--- config.mk ---
export PLATFORM = sky130hd
export DESIGN_NAME = i2c_reg_target
export DESIGN_NICKNAME = d
export VERILOG_FILES = /design/src/rtl/i2c_reg_target_pkg.sv /design/src/rtl/i2c_reg_target_sync.sv /design/src/rtl/i2c_reg_target_dp.sv /design/src/rtl/i2c_reg_target_ctl.sv /design/src/rtl/i2c_reg_target.sv
export SDC_FILE = /design/constraint.sdc
export NUM_CORES = 1
export LEC_CHECK = 0
export ABC_AREA = 1
export BUFFER_PORTS_ARGS = -buffer_cell sky130_fd_sc_hd__buf_2
export CAP_MARGIN = 0
export CORE_UTILIZATION = 30
export CTS_CLUSTER_DIAMETER = 30
export DETAILED_ROUTE_END_ITERATION = 8
export PLACE_DENSITY = 0.43
export SLEW_MARGIN = 20
export SYNTH_ARGS = -nofsm -noshare
export SYNTH_HDL_FRONTEND = slang
export SYNTH_SLANG_ARGS = --single-unit
--- constraint.sdc ---
create_clock -name clk -period 1.4 [get_ports clk]
set_input_delay 0.07 -clock clk [delete_from_list [all_inputs] [get_ports clk]]
set_output_delay 0.07 -clock clk [all_outputs]
set_load 0.1 [all_outputs]
--- src/rtl/i2c_reg_target_pkg.sv ---
package i2c_reg_target_pkg;

  // What the SDA pad enable should do this cycle
  typedef enum logic [1:0] {
    DRV_NONE = 2'd0,
    DRV_ACK  = 2'd1,
    DRV_DATA = 2'd2
  } drive_e;

  // Strobes from control to datapath
  typedef struct packed {
    logic   cntClr;
    logic   ptrLoad;
    logic   ptrInc;
    logic   txLoad;
    logic   txShift;
    drive_e drive;
  } ctl_strobe_t;

  // Bus events and flags from datapath to control
  typedef struct packed {
    logic startEv;
    logic stopEv;
    logic sclRise;
    logic sclFall;
    logic sdaLvl;
    logic byteDone;
    logic addrMatch;
    logic rwBit;
  } bus_ev_t;

endpackage

--- src/rtl/i2c_reg_target_sync.sv ---
module i2c_reg_target_sync #(
  parameter int STAGES = 2
) (
  input  logic clk,
  input  logic rstN,
  input  logic din,
  output logic dout
);
  logic [STAGES-1:0] ff;

  generate
    if (STAGES == 1) begin : g_one
      always_ff @(posedge clk or negedge rstN)
        if (!rstN) ff <= '1;
        else       ff <= din;
    end else begin : g_many
      always_ff @(posedge clk or negedge rstN)
        if (!rstN) ff <= '1;
        else       ff <= {ff[STAGES-2:0], din};
    end
  endgenerate

  assign dout = ff[STAGES-1];
endmodule

--- src/rtl/i2c_reg_target_dp.sv ---
module i2c_reg_target_dp
  import i2c_reg_target_pkg::*;
#(
  parameter logic [6:0] DEV_ADDR   = 7'h2D,
  parameter int         REG_ADDR_W = 4,
  parameter int         SYNC_STAGES = 2
) (
  input  logic                  clk,
  input  logic                  rstN,
  input  logic                  sclIn,
  input  logic                  sdaIn,
  input  logic                  loadEn,
  input  logic [REG_ADDR_W-1:0] loadIdx,
  input  logic [7:0]            loadData,
  input  ctl_strobe_t           strobe,
  output bus_ev_t               ev,
  output logic                  sdaOe
);
  localparam int REG_DEPTH = 1 << REG_ADDR_W;

  logic sclS, sdaS, sclD, sdaD;
  logic [2:0] bitCnt;
  logic [7:0] rxShift;
  logic [7:0] txByte;
  logic [REG_ADDR_W-1:0] ptr;
  logic [7:0] regBank [REG_DEPTH];

  i2c_reg_target_sync #(.STAGES(SYNC_STAGES)) i_sclSync (
    .clk(clk), .rstN(rstN), .din(sclIn), .dout(sclS));
  i2c_reg_target_sync #(.STAGES(SYNC_STAGES)) i_sdaSync (
    .clk(clk), .rstN(rstN), .din(sdaIn), .dout(sdaS));

  always_ff @(posedge clk or negedge rstN)
    if (!rstN) begin
      sclD <= 1'b1;
      sdaD <= 1'b1;
    end else begin
      sclD <= sclS;
      sdaD <= sdaS;
    end

  // Bus events from synchronized levels
  assign ev.startEv   = sclS & sclD & sdaD & ~sdaS;
  assign ev.stopEv    = sclS & sclD & ~sdaD & sdaS;
  assign ev.sclRise   = sclS & ~sclD;
  assign ev.sclFall   = ~sclS & sclD;
  assign ev.sdaLvl    = sdaS;
  assign ev.byteDone  = ev.sclRise & (bitCnt == 3'd7);
  assign ev.addrMatch = (rxShift[7:1] == DEV_ADDR);
  assign ev.rwBit     = rxShift[0];

  // Bit counter and receive shifter
  always_ff @(posedge clk or negedge rstN)
    if (!rstN) begin
      bitCnt  <= '0;
      rxShift <= '0;
    end else begin
      if (strobe.cntClr)    bitCnt <= '0;
      else if (ev.sclRise)  bitCnt <= bitCnt + 3'd1;
      if (ev.sclRise)       rxShift <= {rxShift[6:0], sdaS};
    end

  // Register pointer
  always_ff @(posedge clk or negedge rstN)
    if (!rstN)              ptr <= '0;
    else if (strobe.ptrLoad) ptr <= rxShift[REG_ADDR_W-1:0];
    else if (strobe.ptrInc)  ptr <= ptr + 1'b1;

  // Register bank with parallel preload
  always_ff @(posedge clk or negedge rstN)
    if (!rstN) begin
      for (int i = 0; i < REG_DEPTH; i++) regBank[i] <= '0;
    end else if (loadEn) begin
      regBank[loadIdx] <= loadData;
    end

  // Transmit shifter
  always_ff @(posedge clk or negedge rstN)
    if (!rstN)               txByte <= '0;
    else if (strobe.txLoad)  txByte <= regBank[ptr];
    else if (strobe.txShift) txByte <= {txByte[6:0], 1'b0};

  assign sdaOe = (strobe.drive == DRV_ACK) |
                 ((strobe.drive == DRV_DATA) & ~txByte[7]);

  // SDA enable moves only with SCL low, except release on start/stop
  a_r12_sda_scl_low: assert property (@(posedge clk) disable iff (!rstN)
    !$stable(sdaOe) |-> (!sclS || $past(ev.startEv || ev.stopEv)));

  // a start leaves the pointer where it was
  a_r8_ptr_kept_on_start: assert property (@(posedge clk) disable iff (!rstN)
    ev.startEv |=> (ptr == $past(ptr)));

  // a pointer step is exactly one, wrapping modulo the bank size
  a_r6_ptr_step: assert property (@(posedge clk) disable iff (!rstN)
    (strobe.ptrInc && !strobe.ptrLoad) |=>
      (ptr == REG_ADDR_W'($past(ptr) + 1)));
endmodule

--- src/rtl/i2c_reg_target_ctl.sv ---
module i2c_reg_target_ctl
  import i2c_reg_target_pkg::*;
(
  input  logic        clk,
  input  logic        rstN,
  input  bus_ev_t     ev,
  output ctl_strobe_t strobe
);
  typedef enum logic [3:0] {
    ST_IDLE, ST_ADDR, ST_ADDR_CHK, ST_ACK_A, ST_SUB, ST_SUB_CHK,
    ST_ACK_S, ST_TX, ST_TX_END, ST_MACK, ST_MACK_OK, ST_IGNORE
  } state_e;

  state_e state, stateN;
  drive_e driveQ, driveN;
  logic   rwQ, rwN;
  logic   cntClr, ptrLoad, ptrInc, txLoad, txShift;

  always_comb begin
    stateN  = state;
    driveN  = driveQ;
    rwN     = rwQ;
    cntClr  = 1'b0;
    ptrLoad = 1'b0;
    ptrInc  = 1'b0;
    txLoad  = 1'b0;
    txShift = 1'b0;
    if (ev.stopEv) begin
      stateN = ST_IDLE;
      driveN = DRV_NONE;
    end else if (ev.startEv) begin
      stateN = ST_ADDR;
      driveN = DRV_NONE;
      cntClr = 1'b1;
    end else begin
      unique case (state)
        ST_ADDR:     if (ev.byteDone) stateN = ST_ADDR_CHK;
        ST_ADDR_CHK: if (ev.sclFall) begin
                       if (ev.addrMatch) begin
                         stateN = ST_ACK_A;
                         driveN = DRV_ACK;
                         rwN    = ev.rwBit;
                       end else begin
                         stateN = ST_IGNORE;
                       end
                     end
        ST_ACK_A:    if (ev.sclFall) begin
                       cntClr = 1'b1;
                       if (rwQ) begin
                         stateN = ST_TX;
                         txLoad = 1'b1;
                         driveN = DRV_DATA;
                       end else begin
                         stateN = ST_SUB;
                         driveN = DRV_NONE;
                       end
                     end
        ST_SUB:      if (ev.byteDone) stateN = ST_SUB_CHK;
        ST_SUB_CHK:  if (ev.sclFall) begin
                       ptrLoad = 1'b1;
                       driveN  = DRV_ACK;
                       stateN  = ST_ACK_S;
                     end
        ST_ACK_S:    if (ev.sclFall) begin
                       driveN = DRV_NONE;
                       stateN = ST_IGNORE;
                     end
        ST_TX:       if (ev.byteDone) stateN = ST_TX_END;
                     else if (ev.sclFall) txShift = 1'b1;
        ST_TX_END:   if (ev.sclFall) begin
                       driveN = DRV_NONE;
                       ptrInc = 1'b1;
                       stateN = ST_MACK;
                     end
        ST_MACK:     if (ev.sclRise) stateN = ev.sdaLvl ? ST_IGNORE : ST_MACK_OK;
        ST_MACK_OK:  if (ev.sclFall) begin
                       cntClr = 1'b1;
                       txLoad = 1'b1;
                       driveN = DRV_DATA;
                       stateN = ST_TX;
                     end
        default:     ;
      endcase
    end
  end

  always_ff @(posedge clk or negedge rstN)
    if (!rstN) begin
      state  <= ST_IDLE;
      driveQ <= DRV_NONE;
      rwQ    <= 1'b0;
    end else begin
      state  <= stateN;
      driveQ <= driveN;
      rwQ    <= rwN;
    end

  assign strobe.cntClr  = cntClr;
  assign strobe.ptrLoad = ptrLoad;
  assign strobe.ptrInc  = ptrInc;
  assign strobe.txLoad  = txLoad;
  assign strobe.txShift = txShift;
  assign strobe.drive   = driveQ;

  // a stop always leaves the target idle and released
  a_r11_stop_releases: assert property (@(posedge clk) disable iff (!rstN)
    ev.stopEv |=> (driveQ == DRV_NONE && state == ST_IDLE));

  // a controller NACK ends driving
  a_r7_nack_releases: assert property (@(posedge clk) disable iff (!rstN)
    (state == ST_MACK && ev.sclRise && ev.sdaLvl && !ev.stopEv && !ev.startEv)
      |=> (driveQ == DRV_NONE));

  // an acknowledge only begins after an SCL fall
  a_r2_ack_on_fall: assert property (@(posedge clk) disable iff (!rstN)
    $rose(driveQ == DRV_ACK) |-> $past(ev.sclFall));

  // a mismatched address is never acknowledged
  a_r3_unmatched_silent: assert property (@(posedge clk) disable iff (!rstN)
    (state == ST_ADDR_CHK && ev.sclFall && !ev.addrMatch && !ev.startEv && !ev.stopEv)
      |=> (driveQ == DRV_NONE));

  // loading the pointer goes with acknowledging the index byte
  a_r4_index_acked: assert property (@(posedge clk) disable iff (!rstN)
    ptrLoad |=> (driveQ == DRV_ACK));
endmodule

--- src/rtl/i2c_reg_target.sv ---
module i2c_reg_target
  import i2c_reg_target_pkg::*;
#(
  parameter logic [6:0] DEV_ADDR   = 7'h2D,
  parameter int         REG_ADDR_W = 4
) (
  input  logic                  clk,
  input  logic                  rstN,
  input  logic                  sclIn,
  output logic                  sclOut,
  output logic                  sclOe,
  input  logic                  sdaIn,
  output logic                  sdaOut,
  output logic                  sdaOe,
  input  logic                  loadEn,
  input  logic [REG_ADDR_W-1:0] loadIdx,
  input  logic [7:0]            loadData
);
  ctl_strobe_t strobe;
  bus_ev_t     ev;

  i2c_reg_target_dp #(
    .DEV_ADDR(DEV_ADDR), .REG_ADDR_W(REG_ADDR_W), .SYNC_STAGES(2)
  ) i_dp (
    .clk(clk), .rstN(rstN), .sclIn(sclIn), .sdaIn(sdaIn),
    .loadEn(loadEn), .loadIdx(loadIdx), .loadData(loadData),
    .strobe(strobe), .ev(ev), .sdaOe(sdaOe)
  );

  i2c_reg_target_ctl i_ctl (
    .clk(clk), .rstN(rstN), .ev(ev), .strobe(strobe)
  );

  assign sclOut = 1'b0;
  assign sclOe  = 1'b0;
  assign sdaOut = 1'b0;

  // pads quiet while held in reset
  a_r1_reset_quiet: assert property (@(posedge clk)
    !rstN |-> (!sdaOe && !sclOe));
endmodule

After elaboration in Yosys (flattened, before gate mapping)
Index checks and enable logic that the tools add are counted.

operators by class
  reductions and logical operators = 11
  order comparisons = 3
  eq/ne operators = 26
  add/subtract/negate cells = 2
  multiplexer cells = 57
  bitwise logic cells = 19

operators with widths
  cell                  number
  $bwmux W128           1
  $mux W4               15
  $ne A4 B4 Y1 const B  11
  $mux W8               5
  $pmux W4 S10          1
  $bmux W8 S4           1
  $demux W8 S4          1
  $mux W2               10
  $mux W1               19
  $eq A4 B3 Y1 const B  4
  $eq A4 B4 Y1 const B  3
  $reduce_bool A12 Y1   1
  $reduce_and A11 Y1    1
  $ge A5 B5 Y1 const B  2
  $not A4 Y5            2
  $pmux W2 S5           1
  $and A1 B1 Y1         9
  $eq A4 B2 Y1 const B  2
  $eq A7 B6 Y1 const B  1
  $not A1 Y1            7
  $reduce_and A7 Y1     1
  $reduce_bool A7 Y1    1
  $mux W3               2
  $reduce_bool A2 Y1    3
  other kinds (13)      14

storage, ports and cells
  input port bits = 17
  register bits = 164
  word-level logic and storage cells = 145

Longest topological paths before layout
Gate-level depths: netlist of the first run.

  depth in word-level cells = 9
  gate-level depth with buffers = 11

Hierarchy
A second synthesis of the first run with hierarchy kept.

unflattened totals
  cells, all modules = 1,122
  area, all modules = 8,331.7 um^2

modules (own cells, without submodules)
  module               times used  cells each  area each (um^2)  seq. area each (um^2)
  i2c_reg_target_dp    1           983         7,439.6           3,831.2
  i2c_reg_target_ctl   1           131         760.7             175.2
  i2c_reg_target_sync  2           2           52.6              52.6
  i2c_reg_target       1           4           26.3              0.0

Worst setup path before layout of the first run
Ideal clock, no wire load.

  path type = flip-flop to output port
  start = reg i_dp.txByte[7]
  end = out sdaOe
  path buffers = 0
  data arrival time = 1.916 ns
  slack = -0.586 ns
  cell stages (with the launch flop) = 4
  cells stage by stage = dfrtp_1 -> inv_1 -> a21oi_1 -> a21oi_1

between the ends
  cells in the longest elaborated chain, start to end = 3

ends and longest elaborated chain
  what                    RTL line                 RTL
  from (decl)             i2c_reg_target_dp.sv:24  logic [7:0] txByte;
  from (signal assigned)  i2c_reg_target_dp.sv:80  else if (strobe.txLoad) txByte <= regBank[ptr];
  from (signal assigned)  i2c_reg_target_dp.sv:81  else if (strobe.txShift) txByte <= {txByte[6:0], 1'b0};
  $not A1 Y1              i2c_reg_target_dp.sv:84  ((strobe.drive == DRV_DATA) & ~txByte[7]);
  $and A1 B1 Y1           i2c_reg_target_dp.sv:84
  $or A1 B1 Y1            i2c_reg_target_dp.sv:83  assign sdaOe = (strobe.drive == DRV_ACK) |
  to (decl)               i2c_reg_target.sv:14     output logic sdaOe,

No other way between the ends.

Worst setup path in the final report of the first run
  start = reg i_dp.ptr[0]
  end = reg i_dp.txByte[1]

between the ends
  cells in the longest elaborated chain, start to end = 5

ends and longest elaborated chain
  what                                        RTL line                 RTL
  from (decl)                                 i2c_reg_target_dp.sv:25  logic [REG_ADDR_W-1:0] ptr;
  from (signal assigned)                      i2c_reg_target_dp.sv:66  else if (strobe.ptrLoad) ptr <= rxShift[REG_ADDR_W-1:0];
  from (signal assigned)                      i2c_reg_target_dp.sv:67  else if (strobe.ptrInc) ptr <= ptr + 1'b1;
  $not A4 Y5 (implied by the code)            i2c_reg_target_dp.sv:80
  $bmux W8 S4                                 i2c_reg_target_dp.sv:80
  $mux W8 (implied by the code) (2 in a row)  i2c_reg_target_dp.sv:80
  $mux W8                                     i2c_reg_target_dp.sv:80

No other way between the ends. The select of a mux whose other input is x is not followed.
A chain may end at the register's enable or synchronous reset.

==> metrics.yaml, run 1 <==
dieHeight_um: 165
rsz0062_at_grt: "yes"
violations: "setup timing"
cellInternalPower_w: 0.0112
clock_latency_ns: 0.43
gp_congestion: 0.830
leakagePower_nw: 4.92
io_pins: 21
ant_nets: 0
yosys_warnings: 0
grt_pass1_vias: 6836
ys_seq_area_share_pct: 51.4
critPathKind: "flop to flop"
antenna_found_initial: 0
slew_viol_final: 0
synth_edf_count: 0
cts_num_sinks: 164
overflow: 0
end_kind: "flop"
relSlewSlack_pct: 63.9
ys_ff_latch: 164
synth_xor_area_share_pct: 0.329
postSynthCellCount: 1037
arrival_ns: 1.81
synth_compound_area_share_pct: 11.2
clk_pin_slew_worst_paths_ns: 0.07
max_freq_mhz: 668
tightest_slew_ns: 0.541
pre_cts_ws_ns: -0.149
clk_path_buf_depth: 2
fin_nets: 1158
initial_core_util_pct: 30.6
hold_class: "input port to flop"
hpwl_um: 16800
viasPerCell: 4.67
power_frac_clock_pct: 24.4
core_area_um2: 26100
h-tree-depth: 4
final_util_pct: 39.3
synth_top_family_by_area: "simple AND/OR/NAND/NOR gates"
cts_root_buf: "clkbuf_16"
pwr-share-comb_pct: 40.2
crit_slowest_cell: "dfrtp_2"
netlist-cell-type-count: 33
cp_max_fo: 13
synth_fa_ha_area_share_pct: 0.469
synthFlopType: "dfrtp_1"
cap_violations: 0
cts_tree: "done"
syn_area_per_cell_um2: 7.71
grt_max_degree: 56
tns_ns: -1.08
drtIter0Drc: 373
synth_top_area_share_pct: 49.5
dp.cells: 1432
final_cells: 1486
finalHoldViolations: 0
setup_slack_ns: -0.0967
cp_cell_sequence: "buf_8 -> buf_12 -> nand2_1 -> nand3_1 -> nand3_1 -> nand3_1 -> nand3_2 -> nand2_1 -> nand2_1"
area_growth_pct: 28.6
run_status: "finished, violations left"
p_sw_share_pct: 38.7
start_kind: "flop"
yosys.cell_count.top_type: "nand2_1"
portBuffers: 17
setup_viol: 17
power.total_w: 0.0182
grt_usage_pct: 18.9
grt_pass1_wl_um: 38700
cp_slowest_stage_delay_ns: 0.46
period_share_pct: 107
p_seq_share_pct: 35.4
dr.pass1.iters: 5
num_vias: 6947
routed_wl_um: 24100
irDropWorstVdd_mv: 0.862
yosys.area.top_type: "dfrtp_1"
worst_ep_required_time_ns: 1.72
fillers: 2736
cts-buffers-inserted: 17
synth_top_cells_by_area: "dfrtp_1 (49%), nand2_1 (15%), o21ai_0 (8.1%), nand3_1 (6.9%), inv_1 (4.8%)"
ys_async_sr_fraction_pct: 100
finClkSkew_ns: 0.0119
min_period_ns: 1.50
powerDensity_nw_per_um2: 1770
synth_common_cells: "nand2_1 (318), dfrtp_1 (158), o21ai_0 (129)"
diodes: 0
synthSimpleGateAreaFrac_pct: 27.8
die_width_um: 165
muxShareOfSynthArea_pct: 0.423
placementRows: 59
netSwitchingPower_w: 0.00704
syn_area_um2: 8000
layout-drive-gt1-share_pct: 22.1
routedWlPerCell_um: 16.2
die_area_um2: 27300
drc: 0
[power by group through the flow]
stage                     Combinational (W)  Sequential (W)  Clock [W]
final                               0.00731         0.00643    0.00445
after global routing                0.00815         0.00656    0.00476
after CTS                           0.00686         0.00640    0.00457
after detailed placement            0.00645         0.00645          0
after global placement              0.00646         0.00644          0
after floorplan                     0.00390         0.00629          0
[flip-flops by register name, summed over array words and instances, names as in the netlist]
register and cells:
i_ctl.driveQ 2, i_dp.ptr 4, i_dp.i_sdaSync.ff 2, i_dp.i_sclSync.ff 2, i_dp.sdaD 1, i_dp.regBank 128, i_ctl.state 4, i_dp.bitCnt 3
i_dp.txByte 8, i_dp.rxShift 8, i_dp.sclD 1, i_ctl.rwQ 1
[cell usage in the layout (no fill, tap or decap), types with 2 or more instances in the layout]
master         instances
nor2_4                11
nand2_2                7
a21oi_1               19
clkinv_1               2
dfrtp_2                4
buf_12                17
nand3_2               24
inv_6                  4
buf_8                  4
nor3_4                 2
xor2_1                 2
buf_6                  9
conb_1                 3
clkinvlp_4             4
a21oi_2                4
nor3_1                 4
nand2_1              308
dfstp_2                6
nand4_1                5
clkinv_4               5
dlygate4sd3_1          5
o21ai_0              125
buf_2                 15
clkbuf_16             17
inv_1                 97
inv_2                  9
nor2_2                 9
buf_4                 84
mux2_4                 2
o211ai_1              12
o21ai_1                4
nand2_4                8
nor2_1                65
nand3_1               86
dfrtp_1              154
ha_1                   3
[worst max-delay path: cells and delay by family (launching register included)]
kind | cells | cell delay [ns]
buffers and inverters | 2 | 0.31
flip-flops | 1 | 0.46
AND/OR/NAND/NOR | 7 | 0.62
[metrics by stage]
step,instance area (um2),hold slack [ns]
CTS,10000,0.0155
floorplan,8040,-0.226
detailed placement,9210,-0.0135
finish,10300,0.0194
global placement,9210,-0.00554
global route,10300,0.0297
[path summary, 6_finish.rpt]
kind / startpoint / end / slack [ns] / depth (start not counted)
setup / recovery: i_dp.ptr[0]$_DFFE_PN0P_ / i_dp.txByte[1]$_DFFE_PN0P_ / -0.1 / 9
hold / removal: loadData[4] / i_dp.regBank[20]$_DFFE_PN0P_ / 0.02 / 3
setup reg to reg: i_dp.ptr[0]$_DFFE_PN0P_ / i_dp.txByte[1]$_DFFE_PN0P_ / -0.1 / 9
hold reg to reg: i_dp.i_sdaSync.ff[0]$_DFF_PN1_ / i_dp.i_sdaSync.ff[1]$_DFF_PN1_ / 0.35 / 0
max in group asynchronous: rstN / i_dp.regBank[127]$_DFFE_PN0P_ / 0.65 / 3
min in group asynchronous: rstN / i_dp.regBank[35]$_DFFE_PN0P_ / 0.10 / 2
[area by class of cell]
| class | instances | area, um2 | area share [%] |
|---|---|---|---|
| clock buffers | 17 | 425 | 4.14 |
| clock inverters | 15 | 125 | 1.22 |
| inverters | 109 | 412 | 4.00 |
| multi-input cells | 712 | 3530 | 34.3 |
| flip-flops and latches | 164 | 4120 | 40.0 |
| well taps | 335 | 419 | 4.08 |
| repair buffers | 134 | 1260 | 12.2 |
[per-layer routing]
layer / vias up / GRT usage (%) / share of wire (%)
li1: 3499 / - / -
met1: 3334 / 26.9 / 50
met2: 91 / 29.3 / 45
met3: 23 / 3.27 / 3.6
met4: 0 / 5.05 / 1.5
met5: - / 0 / 0
[repair_timing]
item,4_1_cts,5_1_grt
endpoints found under the setup margin,25,26
hold endpoints to repair,164,0
hold buffers,5,0
resized for setup,46,49
pin swaps,9,15
setup buffers,10,6
cloned,0,1
[kinds of logic after synthesis]
kind of cell / Yosys count
multiplexers: 3
AND/OR/NAND/NOR: 531
AO/OA/AOI/OAI: 168
other: 1
flip-flops: 164
buffers and inverters: 164
adder cells (fa/ha/maj): 3
XOR/XNOR: 3
Power figures use the tool's default switching activity.
==> run 2, diff against run 1 <==
--- a/config.mk
+++ b/config.mk
@@ -12,6 +12,7 @@
 export CTS_CLUSTER_DIAMETER = 30
 export DETAILED_ROUTE_END_ITERATION = 8
 export PLACE_DENSITY = 0.43
+export SETUP_SLACK_MARGIN = 0.2
 export SLEW_MARGIN = 20
 export SYNTH_ARGS = -nofsm -noshare
 export SYNTH_HDL_FRONTEND = slang
==> metrics.yaml, run 2 (synthesis results as in run 1) <==
seq_area_um2: 4110  # about the same
critPathKind: "flop to flop"
pwr-share-comb_pct: 41.6  # +1.4 points
hpwl_um: 16800  # -0.25%
arrival_ns: 1.88  # +0.07 ns
cp_cell_sequence: "buf_12 -> buf_12 -> nor2_1 -> nor2_1 -> o21ai_0 -> nand3_1 -> nand2_2 -> nand3_2 -> nand2_1 -> nand2_1"
die_width_um: 165  # unchanged
p_seq_share_pct: 33.1  # -2.3 points
io_pins: 21  # unchanged
tns_ns: -1.94  # -0.859 ns
dr.pass1.iters: 7  # +2
clk_path_buf_depth: 2  # unchanged
cts_tree: "done"
h-tree-depth: 4  # unchanged
worst_ep_required_time_ns: 1.72  # about the same
viasPerCell: 4.71  # +0.82%
routedWlPerCell_um: 17.0  # +4.9%
layout-drive-gt1-share_pct: 23.4  # +1.4 points
setup_slack_ns: -0.162  # -0.0649 ns
powerDensity_nw_per_um2: 1810  # +2.1%
violations: "DRC, setup timing"
ant_nets: 0  # unchanged
irDropWorstVdd_mv: 0.884  # +2.6%
setup_viol: 19  # +2
regMostFlops: "i_dp.regBank"
tightest_slew_ns: 0.524  # -0.0172 ns
dieHeight_um: 165  # unchanged
placementRows: 59  # unchanged
relSlewSlack_pct: 65.0  # +1.1 points
whs_ns: 0.0149  # -0.00449 ns
cts_num_sinks: 164  # unchanged
layout_commonest_cell: "nand2_1"
cts_root_buf: "clkbuf_16"
grt_usage_pct: 19.7  # +0.84 points
routed_wl_um: 25500  # +5.9%
clock_latency_ns: 0.44  # about the same
overflow: 0  # unchanged
core_area_um2: 26100  # unchanged
placed_area_um2: 9260  # +0.60%
crit_slowest_cell: "dfrtp_2"
grt_pass1_vias: 6847  # +0.16%
min_period_ns: 1.56  # +0.0649 ns
drc: 7  # +7
end_kind: "flop"
cap_violations: 0  # unchanged
cp_slowest_stage_delay_ns: 0.50  # +0.04 ns
fillers: 2710  # -0.95%
cts-buffers-inserted: 17  # unchanged
p_sw_share_pct: 37.6  # -1.0 points
grt_max_degree: 53  # -5.4%
leakagePower_nw: 5.14  # +4.4%
portBuffers: 17  # unchanged
multiInputGateArea_um2: 3600  # +2.1%
netSwitchingPower_w: 0.00731  # +3.9%
die_area_um2: 27300  # unchanged
finalHoldViolations: 0  # unchanged
area_growth_pct: 34.5
start_kind: "flop"
max_freq_mhz: 640  # -4.2%
drtIter0Drc: 581  # +56%
rsz0062_at_grt: "yes"
pre_cts_ws_ns: -0.188  # -0.0387 ns
r2r_slack_ns: -0.16  # -0.06 ns
antenna_found_initial: 0  # unchanged
power_frac_clock_pct: 25.3  # +0.9 points
period_share_pct: 112  # +4.6 points
slew_viol_final: 0  # unchanged
diodes: 0  # unchanged
fin_nets: 1172  # +1.2%
cellInternalPower_w: 0.0121  # +8.6%
finalInstanceArea_um2: 10800  # +4.6%
finClkSkew_ns: 0.0137  # +0.00172 ns
clk_pin_slew_worst_paths_ns: 0.08  # about the same
cp_max_fo: 6  # -7
run_status: "finished, violations left"
num_vias: 7070  # +1.8%
mostFrequentLayoutCells: "nand2_1 (304), dfrtp_1 (157), o21ai_0 (120)"
gp_congestion: 0.802  # -3.3%
initial_core_util_pct: 30.6  # unchanged
hold_class: "input port to flop"
top_regs: "i_dp.regBank: 128 flops, i_dp.rxShift: 8 flops, i_dp.txByte: 8 flops"
grt_pass1_wl_um: 39900  # +3.0%
largest_register_ffs: 128  # unchanged
[run 2: metrics by stage]
stage	total power [W]	cells	utilization, %
2_1_floorplan	0.0103	1039	-
3_3_place_gp	0.0131	1428	35.4
3_5_place_dp	0.0131	1428	35.4
4_1_cts	0.0190	1492	40.2
5_1_grt	0.0207	1500	41.2
6_report	0.0194	1500	41.2
[run 2: routing by layer]
metal	routed length, um	global-route usage, %	vias to the layer above
li1	-	-	3547
met1	13100	29.2	3367
met2	11100	29.7	135
met3	1010	3.45	21
met4	264	4.46	0
met5	0	0	-
[run 2: power by group through the flow]
stage	logic, W	registers, W	clock network (W)
2_1_floorplan	0.00396	0.00630	0
4_1_cts	0.00762	0.00641	0.00502
3_3_place_gp	0.00661	0.00645	0
6_report	0.00809	0.00643	0.00491
5_1_grt	0.00891	0.00656	0.00521
3_5_place_dp	0.00660	0.00646	0
[run 2: final cells by class]
cell class                 instances  area share [%]
sequential                       164            38.2
multi-input combinational        712            33.5
timing repair buffer             148            14.9
clock buffer                      18            4.08
inverter                         109            3.90
tap                              335            3.90
clock inverter                    14            1.54
[run 2: repair_timing]
item,in CTS,in global routing
setup buffers,18,6
gates cloned,6,2
pin swaps,27,15
hold buffers,8,0
hold endpoints to repair,172,0
resized for setup,85,34
endpoints found under the setup margin,31,31
[run 2: path summary, 6_finish.rpt]
check                                               start                             end  depth (start not counted)
max in group asynchronous                            rstN   i_dp.regBank[107]$_DFFE_PN0P_                          3
min in group asynchronous                            rstN    i_dp.regBank[45]$_DFFE_PN0P_                          2
min                                           loadData[5]    i_dp.regBank[45]$_DFFE_PN0P_                          3
max reg2reg                       i_dp.ptr[0]$_DFFE_PN0P_      i_dp.txByte[6]$_DFFE_PN0P_                         10
min reg2reg                i_dp.i_sdaSync.ff[0]$_DFF_PN1_  i_dp.i_sdaSync.ff[1]$_DFF_PN1_                          0
max                               i_dp.ptr[0]$_DFFE_PN0P_      i_dp.txByte[6]$_DFFE_PN0P_                         10
[run 2: critical path: cells and delay by family, from the launching register on]
family | cells | cell delay (ns)
compound gates | 1 | 0.07
flops | 1 | 0.50
simple gates | 7 | 0.57
buf+inv | 2 | 0.31
==> run 3, diff against run 2 <==
--- a/config.mk
+++ b/config.mk
@@ -9,6 +9,7 @@
 export BUFFER_PORTS_ARGS = -buffer_cell sky130_fd_sc_hd__buf_2
 export CAP_MARGIN = 0
 export CORE_UTILIZATION = 30
+export CTS_BUF_LIST = sky130_fd_sc_hd__clkbuf_2
 export CTS_CLUSTER_DIAMETER = 30
 export DETAILED_ROUTE_END_ITERATION = 8
 export PLACE_DENSITY = 0.43
==> metrics.yaml, run 3 (synthesis results as in run 1) <==
run_status: "finished, violations left"
violations: "DRC, setup timing"
relSlewSlack_pct: 63.3  # -1.7 points
clk_pin_slew_worst_paths_ns: 0.25  # +0.17 ns
cp_cell_sequence: "inv_2 -> a21oi_2 -> a21oi_2 -> buf_12"
setup_slack_ns: -0.355  # -0.194 ns
h-tree-depth: 4  # unchanged
critPathTopFamily: "flip-flops"
die_width_um: 165  # unchanged
dieHeight_um: 165  # unchanged
path_buf_inv: 2  # unchanged
cts-buffers-inserted: 17  # unchanged
reg2regPathDepth: 9  # -1
arrival_ns: 1.69  # -0.19 ns
cp_slowest_stage_delay_ns: 0.44  # -0.06 ns
layout_commonest_cell: "nand2_1"
crit_slowest_cell: "dfrtp_1"
io_pins: 21  # unchanged
core_area_um2: 26100  # unchanged
cap_violations: 0  # unchanged
period_share_pct: 125  # +14 points
area_growth_pct: 34.5  # about the same
drtIter0Drc: 524  # -9.8%
crit_start: "i_dp.txByte[7]$_DFFE_PN0P_"
final_cells: 1524  # +1.6%
fin_nets: 1195  # +2.0%
leakagePower_nw: 5.13  # -0.11%
rsz0062_at_grt: "yes"
gp_congestion: 0.802  # unchanged
cp_max_fo: 2  # -4
initial_core_util_pct: 30.6  # unchanged
worst_ep_required_time_ns: 1.33  # -0.39 ns
dr.pass1.iters: 7  # unchanged
largest_register_ffs: 128  # unchanged
setup_viol: 29  # +10
hpwl_um: 16800  # unchanged
portBuffers: 17  # unchanged
holdCritStartpoint: "loadData[3]"
num_vias: 7155  # +1.2%
critPathKind: "flop to primary output"
cts_num_sinks: 164  # unchanged
final_util_pct: 41.1  # about the same
grt_max_degree: 53  # unchanged
tightest_slew_ns: 0.550  # +0.0258 ns
hold_end: "i_dp.regBank[67]$_DFFE_PN0P_"
power.total_w: 0.0173  # -11%
clock_latency_ns: 0.77  # +0.33 ns
r2r_slack_ns: -0.19  # -0.03 ns
worst_path_most_repeated_cell: "a21oi_2"
top_regs: "i_dp.regBank: 128 flops, i_dp.rxShift: 8 flops, i_dp.txByte: 8 flops"
hold_class: "input port to flop"
slew_viol_final: 0  # unchanged
ant_nets: 0  # unchanged
clk_path_buf_depth: 2  # unchanged
mostFrequentLayoutCells: "nand2_1 (292), dfrtp_1 (156), o21ai_0 (119)"
routed_wl_um: 25400  # -0.44%
finClkSkew_ns: 0.0425  # +0.0289 ns
powerDensity_nw_per_um2: 1600  # -11%
regMostFlops: "i_dp.regBank"
grt_usage_pct: 19.9  # +0.16 points
dp.cells: 1428  # unchanged
end_kind: "primary output"
worstReg2RegStart: "i_dp.sclD$_DFF_PN1_"
antenna_found_initial: 1  # +1
cts_root_buf: "clkbuf_2"
layout-drive-gt1-share_pct: 25.3  # +1.8 points
overflow: 0  # unchanged
viasPerCell: 4.69  # -0.39%
grt_pass1_wl_um: 40400  # +1.3%
rr_endpoint: "i_dp.txByte[4]$_DFFE_PN0P_"
irDropWorstVdd_mv: 0.521  # -41%
finalHoldViolations: 0  # unchanged
holdPathStages: 4  # +1
drc: 7  # unchanged
cts_tree: "done"
placementRows: 59  # unchanged
routedWlPerCell_um: 16.7  # -2.0%
die_area_um2: 27300  # unchanged
grt_pass1_vias: 6962  # +1.7%
min_period_ns: 1.76  # +0.194 ns
start_kind: "flop"
max_freq_mhz: 570  # -11%
run 3: how the worst max path moves through the flow:
stage | slack [ns] | end | cells after the start
after floorplan | -0.06 | i_dp.txByte[5]$_DFFE_PN0P_ | 9
after global placement | -0.18 | i_dp.txByte[6]$_DFFE_PN0P_ | 8
after detailed placement | -0.19 | i_dp.txByte[6]$_DFFE_PN0P_ | 8
after CTS | -0.42 | sdaOe | 4
after global routing | -0.48 | sdaOe | 4
final | -0.36 | sdaOe | 4
run 3: per-stage QoR:
stage / setup TNS, ns / setup slack [ns] / area [um2] / hold slack (ns)
floorplan: -0.332 / -0.0573 / 8080 / -0.226
finish: -3.86 / -0.355 / 10800 / 0.172
CTS: -3.08 / -0.416 / 10500 / 0.125
global placement: -1.75 / -0.178 / 9260 / -0.0565
global route: -6.76 / -0.482 / 10800 / 0.128
detailed placement: -2.00 / -0.188 / 9260 / -0.0561
run 3: what timing repair did:
item                                    CTS  global route
pin swaps                                41            20
cloned                                    6             0
hold endpoints to repair                294           125
buffers inserted                         25             7
resized for setup                       120            49
endpoints found under the setup margin   31            35
hold buffers                             25             3
run 3: layer usage:
layer	routed length, um	GRT usage [%]	vias to the layer above
met2	11100	30.0	119
met1	13000	29.5	3426
met5	0	0	-
met3	894	3.07	18
met4	351	4.84	0
li1	-	-	3592
run 3: where the power goes:
part | switching [W] | leakage [nW] | total (W) | internal (W)
Sequential | 0.000627 | 2.02 | 0.00643 | 0.00580
Combinational | 0.00453 | 2.95 | 0.00801 | 0.00348
Clock | 0.00193 | 0.152 | 0.00281 | 0.000881
run 3: tightest hold or removal path, cell delays in order:
cell and delay [ns]:
dlygate4sd3_1 0.53, buf_2 0.17, nand2_1 0.07, o21ai_0 0.06
run 3: cell type report:
cell class | count | area, um2
diodes | 1 | 2.50
clock buffers | 17 | 85.1
clock inverters | 15 | 169
fillers | 2722 | 15400
inverters | 109 | 417
multi-input cells | 712 | 3720
flip-flops and latches | 164 | 4110
well taps | 335 | 419
repair buffers | 171 | 1830
